### src/rtl/dpram_arbiter.sv
module dpram_arbiter #(
  parameter int HOLD_CYC = 2
) (
  input  logic clk,
  input  logic rst_n,
  input  logic a_rd,
  input  logic a_wr,
  input  logic a_en,
  input  logic b_rd,
  input  logic b_wr,
  input  logic b_en,
  input  logic lock,
  input  logic seq_done,
  output logic seq_start,
  output logic seq_write,
  output logic addr_sel,
  output logic data_sel,
  output logic data_oe,
  output logic a_ack,
  output logic b_ack
);
  localparam int CW = $clog2(HOLD_CYC + 2);

  typedef enum logic [1:0] {ST_IDLE, ST_SETUP, ST_BUSY} st_t;
  st_t state;
  logic owner, last_a, lk_act, lk_own;
  logic [CW-1:0] cnt;

  wire blk_a  = lock & lk_act & ~lk_own;
  wire blk_b  = lock & lk_act &  lk_own;
  wire want_a = a_en & (a_rd | a_wr) & ~blk_a & ~a_ack;
  wire want_b = b_en & (b_rd | b_wr) & ~blk_b & ~b_ack;
  wire pick_a = want_a & (~want_b | ~last_a);
  wire grant  = (state == ST_IDLE) & (want_a | want_b);
  wire other  = owner ? want_b : want_a;
  wire hold_ok = cnt >= CW'(HOLD_CYC);

  assign seq_start = (state == ST_SETUP);
  assign data_oe   = (state == ST_BUSY);

  always_ff @(posedge clk) begin
    if (!rst_n) begin
      state <= ST_IDLE;
      owner <= 1'b1;
      last_a <= 1'b0;
      addr_sel <= 1'b1;
      data_sel <= 1'b1;
      seq_write <= 1'b0;
      cnt <= '0;
      a_ack <= 1'b0;
      b_ack <= 1'b0;
    end else begin
      a_ack <= 1'b0;
      b_ack <= 1'b0;
      case (state)
        ST_IDLE: if (grant) begin
          state <= ST_SETUP;
          owner <= pick_a;
          last_a <= pick_a;
          addr_sel <= pick_a;
          data_sel <= pick_a;
          seq_write <= pick_a ? a_wr : b_wr;
          cnt <= '0;
        end
        ST_SETUP: state <= ST_BUSY;
        ST_BUSY: begin
          if (hold_ok && other) addr_sel <= ~owner;
          if (seq_done) begin
            state <= ST_IDLE;
            a_ack <= owner;
            b_ack <= ~owner;
          end
        end
        default: state <= ST_IDLE;
      endcase
      if (state != ST_IDLE && cnt <= CW'(HOLD_CYC)) cnt <= cnt + 1'b1;
    end
  end

  always_ff @(posedge clk) begin
    if (!rst_n) begin
      lk_act <= 1'b0;
      lk_own <= 1'b1;
    end else if (!lock) begin
      lk_act <= 1'b0;
    end else if (!lk_act && state != ST_IDLE) begin
      lk_act <= 1'b1;
      lk_own <= owner;
    end
  end


  data_sel_handover_chk: assert property (@(posedge clk) disable iff (!rst_n)
    !$stable(data_sel) |-> !data_oe);

  ack_onehot_chk: assert property (@(posedge clk) disable iff (!rst_n)
    $onehot0({a_ack, b_ack}));

  ack_pulse_chk: assert property (@(posedge clk) disable iff (!rst_n)
    (a_ack | b_ack) |=> !(a_ack | b_ack));

  addr_hold_chk: assert property (@(posedge clk) disable iff (!rst_n)
    (state == ST_BUSY && addr_sel != owner) |-> cnt > CW'(HOLD_CYC));

  lock_owner_chk: assert property (@(posedge clk) disable iff (!rst_n)
    (lock && lk_act && state == ST_SETUP) |-> owner == lk_own);

  enable_gate_chk: assert property (@(posedge clk) disable iff (!rst_n)
    (state == ST_IDLE && !a_en && !b_en) |=> state != ST_SETUP);

  start_pulse_chk: assert property (@(posedge clk) disable iff (!rst_n)
    seq_start |=> !seq_start);
endmodule

### config.mk
export PLATFORM = sky130hd
export DESIGN_NAME = dpram_arbiter
export DESIGN_NICKNAME = d
export VERILOG_FILES = /design/src/rtl/dpram_arbiter.sv
export SDC_FILE = /design/constraint.sdc
export NUM_CORES = 1
export LEC_CHECK = 0
export BUFFER_PORTS_ARGS = -buffer_cell sky130_fd_sc_hd__clkbuf_2
export CAP_MARGIN = 20
export CORE_AREA = 2 2 41 43
export CTS_BUF_LIST = sky130_fd_sc_hd__clkbuf_8
export DETAILED_ROUTE_END_ITERATION = 10
export DIE_AREA = 0 0 43 45
export HOLD_SLACK_MARGIN = 0.15
export PLACE_DENSITY = 0.71
export SYNTH_ARGS = -nofsm -noshare
export SYNTH_HDL_FRONTEND = slang
export SYNTH_SLANG_ARGS = --single-unit
### constraint.sdc
create_clock -name clk -period 1.95 [get_ports clk]
set_input_delay 0.39 -clock clk [delete_from_list [all_inputs] [get_ports clk]]
set_output_delay 0.39 -clock clk [all_outputs]
set_load 0.02 [all_outputs]
Word-level counts from Yosys, hierarchy flattened. Cells that the tools add are included. Widths: inputs -> output; s select.

Register bits after elaboration: 12. Input bits: 10. Output and inout bits: 7. Logic and storage cells: 68.

Add/subtract/negate cells: 1. $lt $le $gt $ge: 2. Equality and inequality tests: 5. Muxes and demuxes: 11. Bitwise gates (word level): 23. Reduce and logical (&&, ||, !) cells: 16.

Operators by type and width (number): $and 1x1->1 (11); $mux 2 (5); $reduce_and 2->1 (5); $not 1->1 (8); $reduce_bool 2->1 (4); $pmux 2 s3 (1); $reduce_and 3->1 (2); $mux 1 (4); $ne 2x2->1 const B (2); $or 1x1->1 (4); $logic_and 1x1->1 (3); $add 2x1->2 const B (1); $eq 2x1->1 const B (1); $eq 2x2->1 const B (1); $ge 2x2->1 const B (1); $le 2x2->1 const B (1); $logic_not 2->1 (1); $ne 2x1->1 const B (1); $pmux 1 s2 (1); $logic_not 1->1 (1).

Depth between registers and ports, before layout. Gate-level depths: netlist of run 1.

Word-level depth: 10. Depth in mapped cells: 6. Gate-level depth less buffers: 6.

Worst setup path before layout of run 1. Ideal clock, no wire load.

Kind: reg2reg. Start: reg b_ack. End: reg seq_write. Setup time: 0.088 ns. Data arrival time: 1.371 ns. Required time: 1.862 ns. Slack: 0.491 ns. Stages on the path, launching flop included: 5. Path buffers: 0. Clock period less this slack: 1.459 ns. Cells stage by stage: dfxtp_1 nand2b_4 a2111o_1 a21bo_1 a311oi_2.

Word-level cells in the longest chain between the ends: 6. Elaborated cells between the ends (all ways): 9. Those cells by class: mux: 1; bitwise: 7; reduce/logical: 1.

RTL lines: start, declared (RTL line 20) `output logic b_ack`; start signal, assigned (RTL line 71) `b_ack <= ~owner;`; $not 1->1 * (RTL line 32) `wire want_b = b_en & (b_rd | b_wr) & ~blk_b & ~b_ack;`; $and 1x1->1 * (RTL line 32); $not 1->1 (RTL line 33) `wire pick_a = want_a & (~want_b | ~last_a);`; $or 1x1->1 (RTL line 33); $and 1x1->1 (RTL line 33); $mux 1 (RTL line 62) `seq_write <= pick_a ? a_wr : b_wr;`; end signal, assigned (RTL line 62); end, declared (RTL line 15) `output logic seq_write,`.

Mark *: on every way between the ends. The rest lies on a longest branch, timed or not. A chain may end at the register's enable or synchronous reset.

Final worst setup path of run 1.
Start: reg state[0]. End: out data_oe.

Word-level cells in the longest chain between the ends: 1.

RTL lines: start, declared (RTL line 25) `st_t state;`; start signal, assigned (RTL line 43) `state <= ST_IDLE;`; start signal, assigned (RTL line 57) `state <= ST_SETUP;`; start signal, assigned (RTL line 65) `ST_SETUP: state <= ST_BUSY;`; $eq 2x2->1 (RTL line 39) `assign data_oe = (state == ST_BUSY);`; end, declared (RTL line 18) `output logic data_oe,`.

Every way passes these cells.

==> flow_metrics.tcl, run 1 <==
set metrics [dict create \
    status "finished, final reports clean" \
    diodes 0 \
    cts_buffer_depth 2 \
    synth_top_area_share_pct 37.4 \
    drt_wl_total_um 1480 \
    multiInputGateArea_um2 375 \
    via_per_inst 5.62 \
    route.vias.total 607 \
    die-width_um 43 \
    syn_nets 85 \
    maxSlewViolCount 0 \
    postSynthAreaPerCell_um2 8.79 \
    nFillCells 143 \
    yosys_warnings 0 \
    worstSetupEndpointType "primary output" \
    numClockSinks 12 \
    cts_resized 0 \
    clkLatencyLatePin_ns 0.24 \
    path_cells "nand2b_1 > inv_1 > clkbuf_2" \
    ctsHtreeMaxLevel 1 \
    port_buffers 16 \
    dieHeight_um 45 \
    relSlewSlack_pct 67.3 \
    ant_nets 0 \
    drtIter0Drc 13 \
    clock_skew_ns 0.00405 \
    cts_root_buffer "clkbuf_8" \
    power.total_mw 0.663 \
    required_ns 1.56 \
    cts_hold_buf 0 \
    gp_congestion 0.877 \
    nNetsFinal 106 \
    setup_tns_ns 0 \
    dieArea_um2 1940 \
    finalSetupViolCount 0 \
    yosysSeqAreaShare_pct 37.4 \
    netlist_instances 73 \
    hp-class "in2reg" \
    grt_use_total_pct 17.8 \
    yosys.area.top_type "dfxtp_1" \
    wl_per_cell_um 13.7 \
    final-hold-violation-count 0 \
    cts_tree "built" \
    worstMarginPinSlew_ns 0.485 \
    worstPathArrival_ns 1.10 \
    synth_cell_types 29 \
    fin_crit_sh_pct 76.6 \
    core_um2 1470 \
    clkSlewWorstSetupHoldPaths_ns 0.05 \
    initial_core_util_pct 43.6 \
    power_leakage_nw 0.367 \
    cp-start-kind "flip-flop" \
    vdd_drop_max_v 0.000537 \
    postCtsSetupRepairBufs 0 \
    grt_max_degree 10 \
    slowest_delay_ns 0.42 \
    synth_seq_cells 12 \
    preCtsSetupSlack_ns 0.382 \
    netlist_area_um2 642 \
    first_global_vias 545 \
    crit_type "reg2out" \
    dr.pass1.iters 4 \
    seqCellArea_um2 240 \
    syn_to_final_growth_pct 23.2 \
    grt_remaining_overflow 0 \
    antenna_found_initial 0 \
    ios 17 \
    grt_pass1_wl_um 2460 \
    rsz0062_at_grt "no" \
    cts_inserted_buffers 3 \
    fin_ws_ns 0.457 \
    yosys-top-cells-area "dfxtp_1, a31oi_1, o21ai_0" \
    max-cap-violations 0 \
    post-route-util_pct 53.7 \
    finalCriticalPeriod_ns 1.49 \
    crit_path_max_fanout 6 \
    drive_gt1_share_pct 28.3 \
    drc_errors 0 \
    p_per_area_nw_per_um2 839 \
    worst_path_max_delay_cell "dfxtp_1" \
    timing.fmax_ghz 0.670 \
    num_rows 14 \
    dpl.hpwl_um 1060 \
]
where the power goes:
| part | internal (mW) | switching, mW |
|---|---|---|
| combinational | 0.0642 | 0.0898 |
| clock | 0.136 | 0.0874 |
| sequential | 0.269 | 0.0176 |
| total | 0.469 | 0.195 |
routing by layer:
metal	GRT usage, %	part of all wire [%]	vias to the layer above
met2	26.7	45	19
li1	-	-	309
met1	22.4	47	273
met5	0	0	-
met3	4.80	5.9	6
met4	12.1	2.1	0
registers in the layout, indices dropped and copies added (netlist names):
name	count
cnt	2
state	2
a_ack	1
addr_sel	1
b_ack	1
last_a	1
lk_act	1
lk_own	1
owner	1
seq_write	1
final cells by class:
class	count	area share, %
inverters	5	2.37
repair buffers	18	12.0
clock buffers	3	5.22
well taps	16	2.53
multi-input cells	54	47.5
flip-flops and latches	12	30.4
synth_stat cells:
master and n:
and3b_1 1, ha_1 2, and3_1 2, nor3_1 4, o311ai_0 2, clkbuf_1 2, a21bo_1 1, nand3_1 1
o311a_1 1, nand2b_1 3, o32ai_2 1, o31ai_1 1, and3_2 1, a311oi_2 1, o21ai_0 6, nor2b_1 1
inv_1 5, nor2_1 8, and2_1 2, a2111o_1 1, nor4_1 1, nand2_1 1, a31oi_1 6, nand2b_4 1
o21a_1 3, dfxtp_1 12, nor3b_1 1, nor3_2 1, mux2i_1 1
cells by family (layout without fill, tap and decap cells):
| kind of cell | Yosys count | in the layout | share of synthesized area (%) |
|---|---|---|---|
| simple gates | 28 | 28 | 25.3 |
| compound gates | 23 | 23 | 27.7 |
| flops | 12 | 12 | 37.4 |
| buf+inv | 7 | 26 | 4.09 |
| fa+ha+maj | 2 | 2 | 3.90 |
| mux | 1 | 1 | 1.56 |
cell usage in the layout, fill, tap and decap left out, drive strengths merged:
cell    Yosys  layout
clkbuf      2      19
dfxtp      12      12
nor2        8       8
o21ai       6       6
a31oi       6       6
inv         5       5
nor3        5       5
nand2b      4       4
o21a        3       3
and3        3       3
and2        2       2
o311ai      2       2
ha          2       2
buf         0       2
nor2b       1       1
o32ai       1       1
and3b       1       1
a2111o      1       1
a21bo       1       1
nand3       1       1
a311oi      1       1
nor4        1       1
nor3b       1       1
o31ai       1       1
mux2i       1       1
nand2       1       1
o311a       1       1
critical path, delay by kind of cell (launching register included):
| family | cells | cell delay [ns] |
|---|---|---|
| flip-flops | 1 | 0.42 |
| AND/OR/NAND/NOR | 1 | 0.24 |
| buffers and inverters | 2 | 0.21 |
through the flow:
| step | area (um^2) | instances | hold slack [ns] |
|---|---|---|---|
| floorplan | 642 | 73 | 0.480 |
| finish | 791 | 108 | 0.406 |
| detailed placement | 749 | 105 | 0.519 |
| CTS | 791 | 108 | 0.404 |
| global route | 791 | 108 | 0.435 |
| global placement | 749 | 105 | 0.499 |
path summary, 6_finish.rpt:
path,start,end,slack (ns),depth (start not counted)
max reg2reg,b_ack,seq_write,0.50,4
min reg2reg,owner,b_ack,0.52,1
min,seq_done,b_ack,0.41,3
max,state[0],data_oe,0.46,3
Power figures use the tool's default switching activity.
==> run 2, diff against run 1 <==
==> constraint.sdc (replaced) <==
create_clock -name clk -period 1.5 [get_ports clk]
set_input_delay 0.3 -clock clk [delete_from_list [all_inputs] [get_ports clk]]
set_output_delay 0.3 -clock clk [all_outputs]
set_load 0.02 [all_outputs]
==> run 2 against run 1 <==
Net effect: combinational power rose by 29%; final cell count up 2.8%; non-clock buffer count grew 2; flip-flop and latch count did not move; wire length decreased by 4.3%; largest power group unchanged.
==> flow_metrics.tcl, run 2 (same netlist as run 1, synthesis figures left out) <==
set metrics [dict create \
    status "finished, final reports clean" \
    worstMarginPinSlew_ns 0.480 \
    required_ns 1.66 \
    finalNonFillerCells 111 \
    dieHeight_um 45 \
    ctsHtreeMaxLevel 1 \
    dieArea_um2 1940 \
    cts_inserted_buffers 3 \
    maxSlewViolCount 0 \
    ios 17 \
    dp.cells 107 \
    grt_max_degree 14 \
    nFillCells 148 \
    num_rows 14 \
    nNetsFinal 108 \
    die-width_um 43 \
    via_per_inst 5.60 \
    crit_path_max_fanout 5 \
    preCtsSetupSlack_ns 0.0221 \
    cp-start-kind "flip-flop" \
    final-hold-violation-count 0 \
    layout_commonest_cell "clkbuf_2" \
    drt_wl_total_um 1420 \
    drive_gt1_share_pct 31.6 \
    drc_errors 0 \
    antenna_found_initial 0 \
    finalSetupViolCount 0 \
    vdd_drop_max_v 0.000646 \
    hp-class "in2reg" \
    finalCriticalPeriod_ns 1.44 \
    reg_top3 "cnt x2, state x2" \
    clock_skew_ns 0.00457 \
    diodes 0 \
    setup_tns_ns 0 \
    hold_slack_ns 0.310 \
    syn_to_final_growth_pct 27.9 \
    dpl.hpwl_um 1090 \
    drtIter0Drc 17 \
    cts_hold_buf 0 \
    first_global_vias 541 \
    port_buffers 16 \
    route.vias.total 622 \
    gp_congestion 0.879 \
    max-cap-violations 0 \
    initial_core_util_pct 43.6 \
    dr.pass1.iters 4 \
    final_cell_area_um2 821 \
    mostFrequentLayoutCells "clkbuf_2, dfxtp_1, nor2_1, o21ai_0, a31oi_1" \
    power.total_mw 0.930 \
    ant_nets 0 \
    grt_use_total_pct 16.8 \
    worstSetupEndpointType "flip-flop" \
    fin_crit_sh_pct 96.1 \
    clkSlewWorstSetupHoldPaths_ns 0.05 \
    timing.fmax_ghz 0.694 \
    grt_remaining_overflow 0 \
    fin_ws_ns 0.0584 \
    dpl-instance-area_um2 764 \
    numClockSinks 12 \
    wl_per_cell_um 12.8 \
    p_per_area_nw_per_um2 1130 \
    crit_type "reg2reg" \
    rsz0062_at_grt "no" \
    grt_pass1_wl_um 2370 \
    cts_tree "built" \
    cts_buffer_depth 2 \
    worstPathArrival_ns 1.60 \
    post-route-util_pct 55.8 \
    core_um2 1470 \
    clkLatencyLatePin_ns 0.25 \
    cts_root_buffer "clkbuf_8" \
    relSlewSlack_pct 67.7 \
    power_leakage_nw 0.384 \
]
[run 2: timing repair]
action / 4_1_cts / 5_1_grt
buffers inserted: 0 / 0
setup endpoints to repair: 0 / 2
resized for setup: 0 / 2
[run 2: critical path, stage by stage, from the launching register on]
cell and delay (ns):
dfxtp_1 0.30, nand2b_4 0.16, a2111o_1 0.45, a21bo_1 0.23
a311oi_2 0.21
[run 2: worst paths after layout]
| check | start | end | slack [ns] | depth (start not counted) |
|---|---|---|---|---|
| hold / removal | seq_done | b_ack | 0.31 | 3 |
| setup / recovery | b_ack | seq_write | 0.06 | 4 |
| hold reg to reg | owner | b_ack | 0.50 | 1 |
| setup reg to reg | b_ack | seq_write | 0.06 | 4 |
[run 2: layer usage]
metal | routed length (um) | vias up | GRT usage [%]
met4 | 32 | 0 | 10.9
met1 | 685 | 280 | 20.6
met5 | 0 | - | 0
met2 | 620 | 23 | 26.7
met3 | 79 | 3 | 4.00
li1 | - | 316 | -
[run 2: cell type report]
class / count / area [um^2] / area share, %
Clock buffer: 4 / 55.1 / 6.71
Inverter: 5 / 18.8 / 2.29
Multi-Input combinational cell: 54 / 375 / 45.7
Sequential cell: 12 / 241 / 29.4
Tap cell: 16 / 20.0 / 2.44
Timing Repair Buffer: 20 / 110 / 13.4
[run 2: report_power, final]
part	internal [mW]	leakage, nW	switching [mW]
Clock	0.232	0.0288	0.124
Sequential	0.350	0.0990	0.0249
Combinational	0.0876	0.257	0.112
==> run 3, diff against run 2 <==
--- a/config.mk
+++ b/config.mk
@@ -12,7 +12,7 @@
 export DETAILED_ROUTE_END_ITERATION = 10
 export DIE_AREA = 0 0 43 45
 export HOLD_SLACK_MARGIN = 0.15
-export PLACE_DENSITY = 0.71
+export PLACE_DENSITY_LB_ADDON = 0.12
 export SYNTH_ARGS = -nofsm -noshare
 export SYNTH_HDL_FRONTEND = slang
 export SYNTH_SLANG_ARGS = --single-unit
==> run 3 against run 2 <==
Net effect: clock skew shrank 0.0013 ns; critical path depth is the same; critical endpoint is now addr_sel; count of clock-buffer cells in the layout is the same; register-to-register slack gained 0.04 ns; worst setup slack gained 0.035 ns; flip-flop and latch count is the same; power shrank 1.3%; non-clock buffer count shrank 1; global-route usage grew 0.33 points; largest cell class unchanged; final cell count shrank 0.90%.
==> flow_metrics.tcl, run 3 (same netlist as run 1, synthesis figures left out) <==
set metrics [dict create \
    die-width_um 43 \
    nFillCells 144 \
    worstMarginPinSlew_ns 0.454 \
    grt_use_total_pct 17.2 \
    required_ns 1.67 \
    layout_commonest_cell "clkbuf_2" \
    route.vias.total 604 \
    finalSetupViolCount 0 \
    cts_inserted_buffers 3 \
    status "finished, final reports clean" \
    grt_use_met2_pct 28.5 \
    cts_buffer_depth 2 \
    antenna_found_initial 0 \
    syn_to_final_growth_pct 26.7 \
    hold_slack_ns 0.313 \
    preCtsSetupSlack_ns 0.0431 \
    cts_root_buffer "clkbuf_8" \
    p_per_area_nw_per_um2 1130 \
    grt_remaining_overflow 0 \
    clock_skew_ns 0.00331 \
    num_rows 14 \
    maxSlewViolCount 0 \
    use_met3_pct 4.80 \
    port_buffers 16 \
    p_switching_mw 0.250 \
    ios 17 \
    first_global_vias 572 \
    initial_core_util_pct 43.6 \
    drc_errors 0 \
    cp-start-kind "flip-flop" \
    worstSetupEndpointType "flip-flop" \
    dieHeight_um 45 \
    max-cap-violations 0 \
    crit_type "reg2reg" \
    dr.pass1.iters 3 \
    vdd_drop_max_v 0.000538 \
    dpl-instance-area_um2 757 \
    core_um2 1470 \
    clkSlewWorstSetupHoldPaths_ns 0.05 \
    critical_path_buf_inv_count 0 \
    post-route-util_pct 55.3 \
    relSlewSlack_pct 69.4 \
    grt_pass1_wl_um 2440 \
    seqPwrFrac_pct 40.7 \
    fin_ws_ns 0.0935 \
    nNetsFinal 107 \
    reg_top3 "cnt x2, state x2" \
    grt_max_degree 14 \
    finalNonFillerCells 110 \
    slowest_delay_ns 0.45 \
    path_delay_family "compound AO/OA/AOI/OAI gates" \
    power.total_mw 0.918 \
    drt_wl_total_um 1410 \
    power_leakage_nw 0.378 \
    cts_hold_buf 0 \
    comb_power_share_pct 21.3 \
    worst_path_max_delay_cell "o311ai_0" \
    setup_tns_ns 0 \
    path_cells "and3b_1 > nor3_2 > o311ai_0 > mux2i_1" \
    grt-busiest-layer "met2" \
    timing.fmax_ghz 0.711 \
    ant_nets 0 \
    dieArea_um2 1940 \
    dp.cells 106 \
    p_int_mw 0.667 \
    drive_gt1_share_pct 30.9 \
    final_cell_area_um2 813 \
    worstPathArrival_ns 1.58 \
    mostFrequentLayoutCells "clkbuf_2, dfxtp_1, nor2_1, o21ai_0, a31oi_1" \
    swShare_pct 27.3 \
    numClockSinks 12 \
    multiInputGateArea_um2 375 \
    ctsHtreeMaxLevel 1 \
    clkPwrFrac_pct 37.9 \
    met1_usage_pct 21.9 \
    diodes 0 \
    final-hold-violation-count 0 \
    rsz0062_at_grt "no" \
    via_per_inst 5.49 \
    hp-class "in2reg" \
    drtIter0Drc 5 \
    gp_congestion 0.917 \
    fin_crit_sh_pct 93.8 \
    dpl.hpwl_um 1050 \
    crit_path_max_fanout 5 \
    wl_per_cell_um 12.8 \
    finalCriticalPeriod_ns 1.41 \
    clkLatencyLatePin_ns 0.24 \
    cts_tree "built" \
    seqCellArea_um2 241 \
]
==> run 3: metal layers <==
metal  part of all wire (%)  vias to the layer above  routed length [um]
met5                      0                        -                   0
met4                      0                        0                   0
met3                    3.2                        0                  45
met2                     49                       12                 696
met1                     47                      273                 667
li1                       -                      319                   -
==> run 3: path summary, 6_finish.rpt <==
| path | start | endpoint | slack, ns | cells past startpoint |
|---|---|---|---|---|
| hold reg to reg | owner | b_ack | 0.49 | 1 |
| setup / recovery | lk_act | addr_sel | 0.09 | 4 |
| hold / removal | seq_done | b_ack | 0.31 | 3 |
| setup reg to reg | lk_act | addr_sel | 0.09 | 4 |
==> run 3: worst min-delay path: cells and delay by family <==
| kind | cells | cell delay (ns) |
|---|---|---|
| buffers and inverters | 1 | 0.09 |
| and+or+nand+nor | 2 | 0.11 |
==> run 3: area by class of cell <==
class | count | share of cell area, %
multi-input cells | 54 | 46.2
flip-flops and latches | 12 | 29.7
repair buffers | 19 | 12.6
clock buffers | 4 | 6.77
well taps | 16 | 2.46
inverters | 5 | 2.31
==> run 3: power groups by stage <==
stage	clock [mW]	sequential, mW	combinational, mW
after floorplan	0	0.389	0.120
after global placement	0	0.380	0.196
after detailed placement	0	0.380	0.196
after CTS	0.355	0.374	0.197
after global routing	0.381	0.379	0.219
final	0.348	0.374	0.196
==> run 3: timing repair <==
action	CTS	global route
resized for setup	0	1
endpoints found under the setup margin	0	2
buffers inserted	0	0
